--- config.mk ---
export PLATFORM = sky130hd
export DESIGN_NAME = bat_xlate_unit
export DESIGN_NICKNAME = d
export VERILOG_FILES = /design/src/rtl/bat_pkg.sv /design/src/rtl/bat_store.sv /design/src/rtl/bat_entry_eval.sv /design/src/rtl/bat_first_hit.sv /design/src/rtl/bat_xlate_unit.sv
export SDC_FILE = /design/constraint.sdc
export NUM_CORES = 1
export LEC_CHECK = 0
export BUFFER_PORTS_ARGS = -buffer_cell sky130_fd_sc_hd__buf_4
export CORE_ASPECT_RATIO = 1.1
export CORE_MARGIN = 1.5
export CORE_UTILIZATION = 50
export DETAILED_ROUTE_END_ITERATION = 8
export GPL_ROUTABILITY_DRIVEN = 0
export PLACE_DENSITY = 0.67
export SLEW_MARGIN = 5
export SYNTH_ARGS = -nofsm -noshare
export SYNTH_HDL_FRONTEND = slang
export SYNTH_SLANG_ARGS = --single-unit
--- constraint.sdc ---
create_clock -name clk -period 4.78 [get_ports clk]
set_clock_uncertainty 0.05 [all_clocks]
set_input_delay 0.239 -clock clk [delete_from_list [all_inputs] [get_ports clk]]
set_output_delay 0.239 -clock clk [all_outputs]
set_load 0.01 [all_outputs]
--- src/rtl/bat_pkg.sv ---
package bat_pkg;

    localparam int unsigned WORD_W   = 32;
    localparam int unsigned PAGE_LSB = 12;
    localparam int unsigned BLEN_W   = 11;

    typedef enum logic [1:0] {
        ACC_LOAD  = 2'b00,
        ACC_STORE = 2'b01,
        ACC_FETCH = 2'b10,
        ACC_ALT   = 2'b11
    } acc_kind_e;

    typedef struct packed {
        logic rd;
        logic wr;
        logic ex;
    } perm_t;

    typedef enum logic [1:0] {
        ST_IDLE    = 2'd0,
        ST_COMPARE = 2'd1,
        ST_RESULT  = 2'd2
    } xl_state_e;

    function automatic perm_t pp_to_perm(input logic [1:0] pp);
        perm_t p;
        unique case (pp)
            2'b00:   p = '{rd: 1'b0, wr: 1'b0, ex: 1'b0};
            2'b10:   p = '{rd: 1'b1, wr: 1'b1, ex: 1'b1};
            default: p = '{rd: 1'b1, wr: 1'b0, ex: 1'b1};
        endcase
        return p;
    endfunction

    function automatic logic rights_ok(input perm_t p, input acc_kind_e k);
        logic ok;
        unique case (k)
            ACC_STORE: ok = p.wr;
            ACC_FETCH: ok = p.ex;
            default:   ok = p.rd;
        endcase
        return ok;
    endfunction

endpackage

--- src/rtl/bat_store.sv ---
module bat_store
    import bat_pkg::*;
#(
    parameter int unsigned PAIRS = 4,
    localparam int unsigned IW = (PAIRS > 1) ? $clog2(PAIRS) : 1
) (
    input  logic              clk,
    input  logic              rst_n,
    input  logic              wr_en,
    input  logic              wr_side,
    input  logic [IW-1:0]     wr_idx,
    input  logic              wr_half,
    input  logic [WORD_W-1:0] wr_data,
    output logic [WORD_W-1:0] ins_up [PAIRS],
    output logic [WORD_W-1:0] ins_lo [PAIRS],
    output logic [WORD_W-1:0] dat_up [PAIRS],
    output logic [WORD_W-1:0] dat_lo [PAIRS]
);

    for (genvar e = 0; e < PAIRS; e++) begin : g_pair
        logic              sel;
        logic [WORD_W-1:0] r_iu, r_il, r_du, r_dl;

        assign sel = wr_en && (wr_idx == IW'(e));

        always_ff @(posedge clk or negedge rst_n) begin
            if (!rst_n) begin
                r_iu <= '0;
                r_il <= '0;
                r_du <= '0;
                r_dl <= '0;
            end else if (sel) begin
                unique case ({wr_side, wr_half})
                    2'b11:   r_iu <= wr_data;
                    2'b10:   r_il <= wr_data;
                    2'b01:   r_du <= wr_data;
                    default: r_dl <= wr_data;
                endcase
            end
        end

        assign ins_up[e] = r_iu;
        assign ins_lo[e] = r_il;
        assign dat_up[e] = r_du;
        assign dat_lo[e] = r_dl;

        // an upper-word write to the instruction bank lands at the edge
        p_ins_upper_lands_r11: assert property (@(posedge clk) disable iff (!rst_n)
            (wr_en && wr_side && wr_half && wr_idx == IW'(e)) |=> (ins_up[e] == $past(wr_data)));

        // a lower-word write to the data bank lands at the edge
        p_dat_lower_lands_r11: assert property (@(posedge clk) disable iff (!rst_n)
            (wr_en && !wr_side && !wr_half && wr_idx == IW'(e)) |=> (dat_lo[e] == $past(wr_data)));

        // with no write to this pair, its data upper word holds
        p_pair_holds_r11: assert property (@(posedge clk) disable iff (!rst_n)
            !(wr_en && wr_idx == IW'(e)) |=> $stable(dat_up[e]));
    end

endmodule

--- src/rtl/bat_entry_eval.sv ---
module bat_entry_eval
    import bat_pkg::*;
(
    input  logic [WORD_W-1:0] ea,
    input  logic              user,
    input  logic [WORD_W-1:0] up,
    input  logic [WORD_W-1:0] lo,
    output logic              take,
    output logic [WORD_W-1:0] ra,
    output perm_t             perm
);

    logic [BLEN_W-1:0] blen;
    logic              seg_eq;
    logic              blk_eq;
    logic              mode_ok;

    always_comb begin
        blen    = up[12:2];
        seg_eq  = (ea[31:28] == up[31:28]);
        blk_eq  = ((ea[27:17] & ~blen) == up[27:17]);
        mode_ok = user ? up[0] : up[1];
        take    = seg_eq && blk_eq && mode_ok;
        ra      = {lo[31:28], (ea[27:17] & blen) | lo[27:17], ea[16:12], {PAGE_LSB{1'b0}}};
        perm    = pp_to_perm(lo[1:0]);
    end

endmodule

--- src/rtl/bat_first_hit.sv ---
module bat_first_hit #(
    parameter int unsigned PAIRS = 4,
    localparam int unsigned IW = (PAIRS > 1) ? $clog2(PAIRS) : 1
) (
    input  logic [PAIRS-1:0] req,
    output logic             found,
    output logic [IW-1:0]    idx
);

    always_comb begin
        found = 1'b0;
        idx   = '0;
        for (int i = PAIRS - 1; i >= 0; i--) begin
            if (req[i]) begin
                found = 1'b1;
                idx   = IW'(i);
            end
        end
    end

endmodule

--- src/rtl/bat_xlate_unit.sv ---
module bat_xlate_unit
    import bat_pkg::*;
#(
    parameter int unsigned PAIRS = 4,
    localparam int unsigned IW = (PAIRS > 1) ? $clog2(PAIRS) : 1
) (
    input  logic              clk,
    input  logic              rst_n,
    input  logic              wr_en,
    input  logic              wr_side,
    input  logic [IW-1:0]     wr_idx,
    input  logic              wr_half,
    input  logic [WORD_W-1:0] wr_data,
    input  logic              lk_valid,
    output logic              lk_ready,
    input  logic [WORD_W-1:0] lk_ea,
    input  logic [1:0]        lk_kind,
    input  logic              lk_user,
    output logic              rs_valid,
    output logic              rs_hit,
    output logic              rs_granted,
    output logic [WORD_W-1:0] rs_raddr,
    output logic [2:0]        rs_perm,
    output logic [IW-1:0]     rs_index
);

    xl_state_e state, nxt;

    logic [WORD_W-1:0] q_ea;
    acc_kind_e         q_kind;
    logic              q_user;

    logic [WORD_W-1:0] ins_up [PAIRS];
    logic [WORD_W-1:0] ins_lo [PAIRS];
    logic [WORD_W-1:0] dat_up [PAIRS];
    logic [WORD_W-1:0] dat_lo [PAIRS];

    logic [WORD_W-1:0] ra_v   [PAIRS];
    perm_t             perm_v [PAIRS];
    logic [PAIRS-1:0]  take_v;
    logic              found;
    logic [IW-1:0]     win;
    logic              is_fetch;

    logic              r_hit, r_grant;
    logic [WORD_W-1:0] r_raddr;
    perm_t             r_perm;
    logic [IW-1:0]     r_idx;

    bat_store #(.PAIRS(PAIRS)) u_store (
        .clk    (clk),
        .rst_n  (rst_n),
        .wr_en  (wr_en),
        .wr_side(wr_side),
        .wr_idx (wr_idx),
        .wr_half(wr_half),
        .wr_data(wr_data),
        .ins_up (ins_up),
        .ins_lo (ins_lo),
        .dat_up (dat_up),
        .dat_lo (dat_lo)
    );

    assign is_fetch = (q_kind == ACC_FETCH);

    for (genvar e = 0; e < PAIRS; e++) begin : g_eval
        bat_entry_eval u_eval (
            .ea  (q_ea),
            .user(q_user),
            .up  (is_fetch ? ins_up[e] : dat_up[e]),
            .lo  (is_fetch ? ins_lo[e] : dat_lo[e]),
            .take(take_v[e]),
            .ra  (ra_v[e]),
            .perm(perm_v[e])
        );
    end

    bat_first_hit #(.PAIRS(PAIRS)) u_pick (
        .req  (take_v),
        .found(found),
        .idx  (win)
    );

    // state register
    always_ff @(posedge clk or negedge rst_n) begin
        if (!rst_n) state <= ST_IDLE;
        else        state <= nxt;
    end

    // transitions: accept, resolve, retire
    always_comb begin
        nxt = state;
        unique case (state)
            ST_IDLE:    if (lk_valid) nxt = ST_COMPARE;
            ST_COMPARE: nxt = ST_RESULT;
            ST_RESULT:  nxt = ST_IDLE;
            default:    nxt = ST_IDLE;
        endcase
    end

    // request capture on accept
    always_ff @(posedge clk or negedge rst_n) begin
        if (!rst_n) begin
            q_ea   <= '0;
            q_kind <= ACC_LOAD;
            q_user <= 1'b0;
        end else if (state == ST_IDLE && lk_valid) begin
            q_ea   <= lk_ea;
            q_kind <= acc_kind_e'(lk_kind);
            q_user <= lk_user;
        end
    end

    // result capture on resolve
    always_ff @(posedge clk or negedge rst_n) begin
        if (!rst_n) begin
            r_hit   <= 1'b0;
            r_grant <= 1'b0;
            r_raddr <= '0;
            r_perm  <= '0;
            r_idx   <= '0;
        end else if (state == ST_COMPARE) begin
            r_hit <= found;
            if (found) begin
                r_raddr <= ra_v[win];
                r_perm  <= perm_v[win];
                r_grant <= rights_ok(perm_v[win], q_kind);
                r_idx   <= win;
            end else begin
                r_raddr <= '0;
                r_perm  <= '0;
                r_grant <= 1'b0;
                r_idx   <= '0;
            end
        end
    end

    // outputs
    always_comb begin
        lk_ready   = (state == ST_IDLE);
        rs_valid   = (state == ST_RESULT);
        rs_hit     = r_hit;
        rs_granted = r_grant;
        rs_raddr   = r_raddr;
        rs_perm    = r_perm;
        rs_index   = r_idx;
    end

    p_result_single_r2: assert property (@(posedge clk) disable iff (!rst_n)
        rs_valid |=> !rs_valid);

    p_busy_after_accept_r2: assert property (@(posedge clk) disable iff (!rst_n)
        (lk_valid && lk_ready) |=> !lk_ready);

    p_result_not_ready_r2: assert property (@(posedge clk) disable iff (!rst_n)
        rs_valid |-> !lk_ready);

    p_grant_needs_hit_r9: assert property (@(posedge clk) disable iff (!rst_n)
        (rs_valid && rs_granted) |-> rs_hit);

    p_no_rights_no_grant_r5: assert property (@(posedge clk) disable iff (!rst_n)
        (rs_valid && rs_perm == 3'b000) |-> !rs_granted);

    p_miss_quiet_r10: assert property (@(posedge clk) disable iff (!rst_n)
        (rs_valid && !rs_hit) |-> (rs_raddr == '0 && rs_perm == 3'b000 && rs_index == '0));

    p_page_aligned_r6: assert property (@(posedge clk) disable iff (!rst_n)
        rs_valid |-> (rs_raddr[PAGE_LSB-1:0] == '0));

endmodule

==> results.sh <==
export IMPL_floorplan_die_area_um2=41190
export IMPL_grt_overflow=0
export IMPL_floorplan_initialDensity_pct=50.90
export IMPL_post_route_util_pct=59.03
export IMPL_worst_setup_path_type="register to register"
export IMPL_final_period_utilization_pct=93.80
export IMPL_track_usage_pct=29.30
export IMPL_stdcell_count=2330
export IMPL_drive_above_1_share_pct=36.59
export IMPL_route_detailed_drc=9
export IMPL_number_of_enable_flip_flop_cells_after_synthesis=0
export IMPL_asyncSetResetFlopFracSynth_pct=100.0
export IMPL_grt_start_max_net_pins=135
export IMPL_hold_violations=0
export IMPL_ctsHtreeMaxLevel=2
export IMPL_synthesis_instances=1664
export IMPL_fmax_mhz=223.0
export IMPL_antenna_found_initial=1
export IMPL_io_pins=116
export IMPL_dp_hpwl_um=39600
export IMPL_placedCellCount=2210
export IMPL_drv_cap=0
export IMPL_crit_reg2reg_capture="rs_raddr[19]$_DFFE_PN0N_"
export IMPL_syn_area_um2=19990
export IMPL_synth_top_cell_area_share_pct=51.45
export IMPL_clkTransAtPathRegs_ns=0.06
export IMPL_final_period_minus_worst_setup_slack_ns=4.484
export IMPL_ys_seq_area_share_pct=51.45
export IMPL_layout_nets=1866
export IMPL_vias=14400
export IMPL_power_per_cell_area_nw_per_um2=491.1
export IMPL_outcome="finished, violations left"
export IMPL_irDropWorstVdd_mv=0.2740
export IMPL_drt_total_wl_um=59000
export IMPL_tritoncts_clock_tree="done"
export IMPL_first_pass_grt_wire_length_um=89870
export IMPL_setup_slack_ns=0.2963
export IMPL_wl_per_cell_um=25.32
export IMPL_io_buf_count=87
export IMPL_placement_setup_worst_slack_ns=0.1905
export IMPL_clock_latency_ns=0.58
export IMPL_detailed_place_area_um2=21340
export IMPL_worstReg2RegStart="q_kind[0]$_DFFE_PN0P_"
export IMPL_finalPower_mw=11.38
export IMPL_setup_repair_after_global_routing_missed_its_margin="no"
export IMPL_hold_slack_ns=0.01246
export IMPL_hold_end="u_store.g_pair[1].r_du[28]$_DFFE_PN0P_"
export IMPL_final_setup_tns_ns=0
export IMPL_number_of_iterations_in_the_first_detailed_routing_pass=9
export IMPL_floorplan_rows=76
export IMPL_ys_flop_type="sky130_fd_sc_hd__dfrtp_1"
export IMPL_final_cell_area_um2=23180
export IMPL_grt_pass1_vias=14350
export IMPL_cts_made_buffers=45
export IMPL_hold_path_cell_count=3
export IMPL_synth_area_per_cell_um2=12.01
export IMPL_total_leakage_power_nw=10.16
export IMPL_cts_sinks=411
export IMPL_required_ns=5.16
export IMPL_worst_min_delay_path_startpoint="wr_data[28]"
export IMPL_layout_area_overhead_pct=15.97
export IMPL_fp_coreArea_um2=39270
export IMPL_worst_ep_arrival_time_ns=4.86
export IMPL_netlist_cell_type_count=59
export IMPL_worst_setup_path_start_kind="register"
export IMPL_worst_setup_ep_type="register"
export IMPL_drt_iter0_markers=1269
export IMPL_yosysWarnings=0
export IMPL_timing_max_slew_rel_slack_pct=34.55
export IMPL_clock_root_buffer="sky130_fd_sc_hd__clkbuf_16"
export IMPL_worst_r2r_cell_count=13
export IMPL_num_antenna_cells=0
export IMPL_yosysTopAreaCell="sky130_fd_sc_hd__dfrtp_1"
export IMPL_chipHeight_um=212.7
export IMPL_hold_path_class="input pin to register"
export IMPL_mean_number_of_vias_per_cell=6.181
export IMPL_synth_top_cells_by_area="sky130_fd_sc_hd__dfrtp_1 (51%), sky130_fd_sc_hd__mux2_2 (22%), sky130_fd_sc_hd__mux4_2 (4.4%)"
export IMPL_report_final_slew_viol_count=0
export IMPL_cts_buffer_depth=3
export IMPL_regToRegSetupSlack_ns=0.30
export IMPL_synth_seq_cells=411
export IMPL_worstMarginPinSlew_ns=0.9794
export IMPL_die_w_um=193.6
export IMPL_finalSetupViolations=0
export IMPL_failed_checks="design-rule violations"
export IMPL_cp_max_fo=16
export IMPL_ant_nets=0
-- cells in the final DEF, fill, tap and decap left out, drive strengths merged, types with 5 or more instances in the layout --
cell,netlist,routed
dfrtp,411,411
mux2,391,391
nor2,171,171
nand2,162,162
buf,43,151
clkbuf,76,65
mux4,39,39
mux2i,37,37
dlygate4sd3,0,37
o21ai,35,35
a21oi,30,30
a211oi,28,28
a22oi,19,19
nor3,18,18
inv,16,17
o22ai,16,16
nand4,13,13
nand2b,13,13
a221oi,12,12
conb,1,12
clkinv,1,12
o22a,10,10
a222oi,10,10
or3,9,9
nand3b,9,9
o211ai,8,8
and2,7,7
a31oi,7,7
a22o,6,6
nand3,6,6
o31ai,6,6
xnor2,6,6
nor3b,5,5
nor4,5,5
nor2b,5,5
-- cell type report --
type,count,area [um^2]
multi-input combinational,1128,9200
tap,507,634.4
clock buffer,65,1334
fill,3218,16090
inverter,17,63.81
timing repair buffer,188,1565
clock inverter,14,101.3
sequential,411,10280
-- worst max path at each step --
stage / endpoint / cells after the start / slack [ns] / from
6_report: rs_raddr[19]$_DFFE_PN0N_ / 13 / 0.30 / q_kind[0]$_DFFE_PN0P_
5_1_grt: rs_raddr[19]$_DFFE_PN0N_ / 13 / 0.21 / q_kind[0]$_DFFE_PN0P_
4_1_cts: rs_raddr[19]$_DFFE_PN0N_ / 13 / 0.16 / q_kind[0]$_DFFE_PN0P_
3_5_place_dp: rs_raddr[19]$_DFFE_PN0N_ / 13 / 0.19 / q_kind[0]$_DFFE_PN0P_
3_3_place_gp: rs_raddr[19]$_DFFE_PN0N_ / 13 / 0.21 / q_kind[0]$_DFFE_PN0P_
2_1_floorplan: rs_raddr[28]$_DFFE_PN0N_ / 13 / 1.28 / q_kind[0]$_DFFE_PN0P_
-- power by group --
part	internal, mW	total (mW)	switching (mW)
Clock	1.98	3.41	1.42
Sequential	4.24	4.94	0.696
Combinational	1.51	3.04	1.53
Total	7.74	11.4	3.64
-- cells in the mapped netlist (4+ instances only) --
master,n
sky130_fd_sc_hd__nor4_1,5
sky130_fd_sc_hd__a22o_1,6
sky130_fd_sc_hd__nor3_1,15
sky130_fd_sc_hd__o211ai_1,8
sky130_fd_sc_hd__a211oi_1,28
sky130_fd_sc_hd__xnor2_1,6
sky130_fd_sc_hd__inv_1,16
sky130_fd_sc_hd__o22a_1,10
sky130_fd_sc_hd__nand3_1,6
sky130_fd_sc_hd__a221oi_1,12
sky130_fd_sc_hd__and2_1,7
sky130_fd_sc_hd__a31oi_1,7
sky130_fd_sc_hd__nand2b_1,13
sky130_fd_sc_hd__nand2_1,162
sky130_fd_sc_hd__buf_2,9
sky130_fd_sc_hd__a22oi_1,19
sky130_fd_sc_hd__mux2i_1,37
sky130_fd_sc_hd__nor2b_1,5
sky130_fd_sc_hd__mux2_1,7
sky130_fd_sc_hd__o21ai_0,25
sky130_fd_sc_hd__o31ai_1,6
sky130_fd_sc_hd__nand4_1,13
sky130_fd_sc_hd__dfrtp_1,411
sky130_fd_sc_hd__buf_6,4
sky130_fd_sc_hd__buf_1,13
sky130_fd_sc_hd__nand3b_1,9
sky130_fd_sc_hd__mux4_2,39
sky130_fd_sc_hd__nor2_1,171
sky130_fd_sc_hd__mux2_2,384
sky130_fd_sc_hd__a222oi_1,10
sky130_fd_sc_hd__clkbuf_1,76
sky130_fd_sc_hd__a21oi_1,30
sky130_fd_sc_hd__o22ai_1,16
sky130_fd_sc_hd__o21ai_1,10
sky130_fd_sc_hd__buf_4,17
sky130_fd_sc_hd__nor3b_1,5
sky130_fd_sc_hd__or3_1,9
-- state kept, by name, indices dropped and copies added, names as in the netlist --
| name | count |
|---|---|
| rs_index | 2 |
| q_kind | 2 |
| q_user | 1 |
| rs_perm | 2 |
| rs_granted | 1 |
| u_store.g_pair.r_du | 112 |
| q_ea | 20 |
| rs_raddr | 20 |
| state | 2 |
| u_store.g_pair.r_dl | 68 |
| u_store.g_pair.r_iu | 112 |
| u_store.g_pair.r_il | 68 |
| rs_hit | 1 |
-- routing by layer --
| metal | global-route usage, % | wire [um] | share of wire (%) |
|---|---|---|---|
| met2 | 47.85 | 28520 | 48 |
| met1 | 40.25 | 24880 | 42 |
| met4 | 11.76 | 2153 | 3.6 |
| met3 | 3.538 | 3447 | 5.8 |
| met5 | 0 | 0 | 0 |
-- cell families (layout without fill, tap and decap cells) --
kind of cell,after synthesis,count (layout),share of synthesized area (%)
XOR/XNOR,7,7,0.3067
AO/OA/AOI/OAI,202,202,7.029
flip-flops,411,411,51.45
other,1,12,0.01876
AND/OR/NAND/NOR,440,440,9.845
buffers and inverters,136,284,3.079
multiplexers,467,467,28.27
-- worst max-delay path: stages, from the launching register on --
cell	delay [ns]
sky130_fd_sc_hd__dfrtp_1	0.41
sky130_fd_sc_hd__nor2b_4	0.24
sky130_fd_sc_hd__buf_4	0.19
sky130_fd_sc_hd__buf_4	0.14
sky130_fd_sc_hd__mux4_2	0.56
sky130_fd_sc_hd__nor4_1	0.34
sky130_fd_sc_hd__o2111ai_1	0.23
sky130_fd_sc_hd__or4_1	0.67
sky130_fd_sc_hd__a211o_1	0.40
sky130_fd_sc_hd__buf_4	0.24
sky130_fd_sc_hd__mux2_1	0.33
sky130_fd_sc_hd__mux2i_1	0.30
sky130_fd_sc_hd__buf_4	0.17
sky130_fd_sc_hd__o21ai_1	0.05
-- timing repair --
action,CTS,global route
setup endpoints to repair,0,1
buffers inserted,0,4
endpoints found under the hold margin,206,0
hold buffers,37,0
resized for setup,0,1
Note: power is estimated with default switching activity, not from simulation.
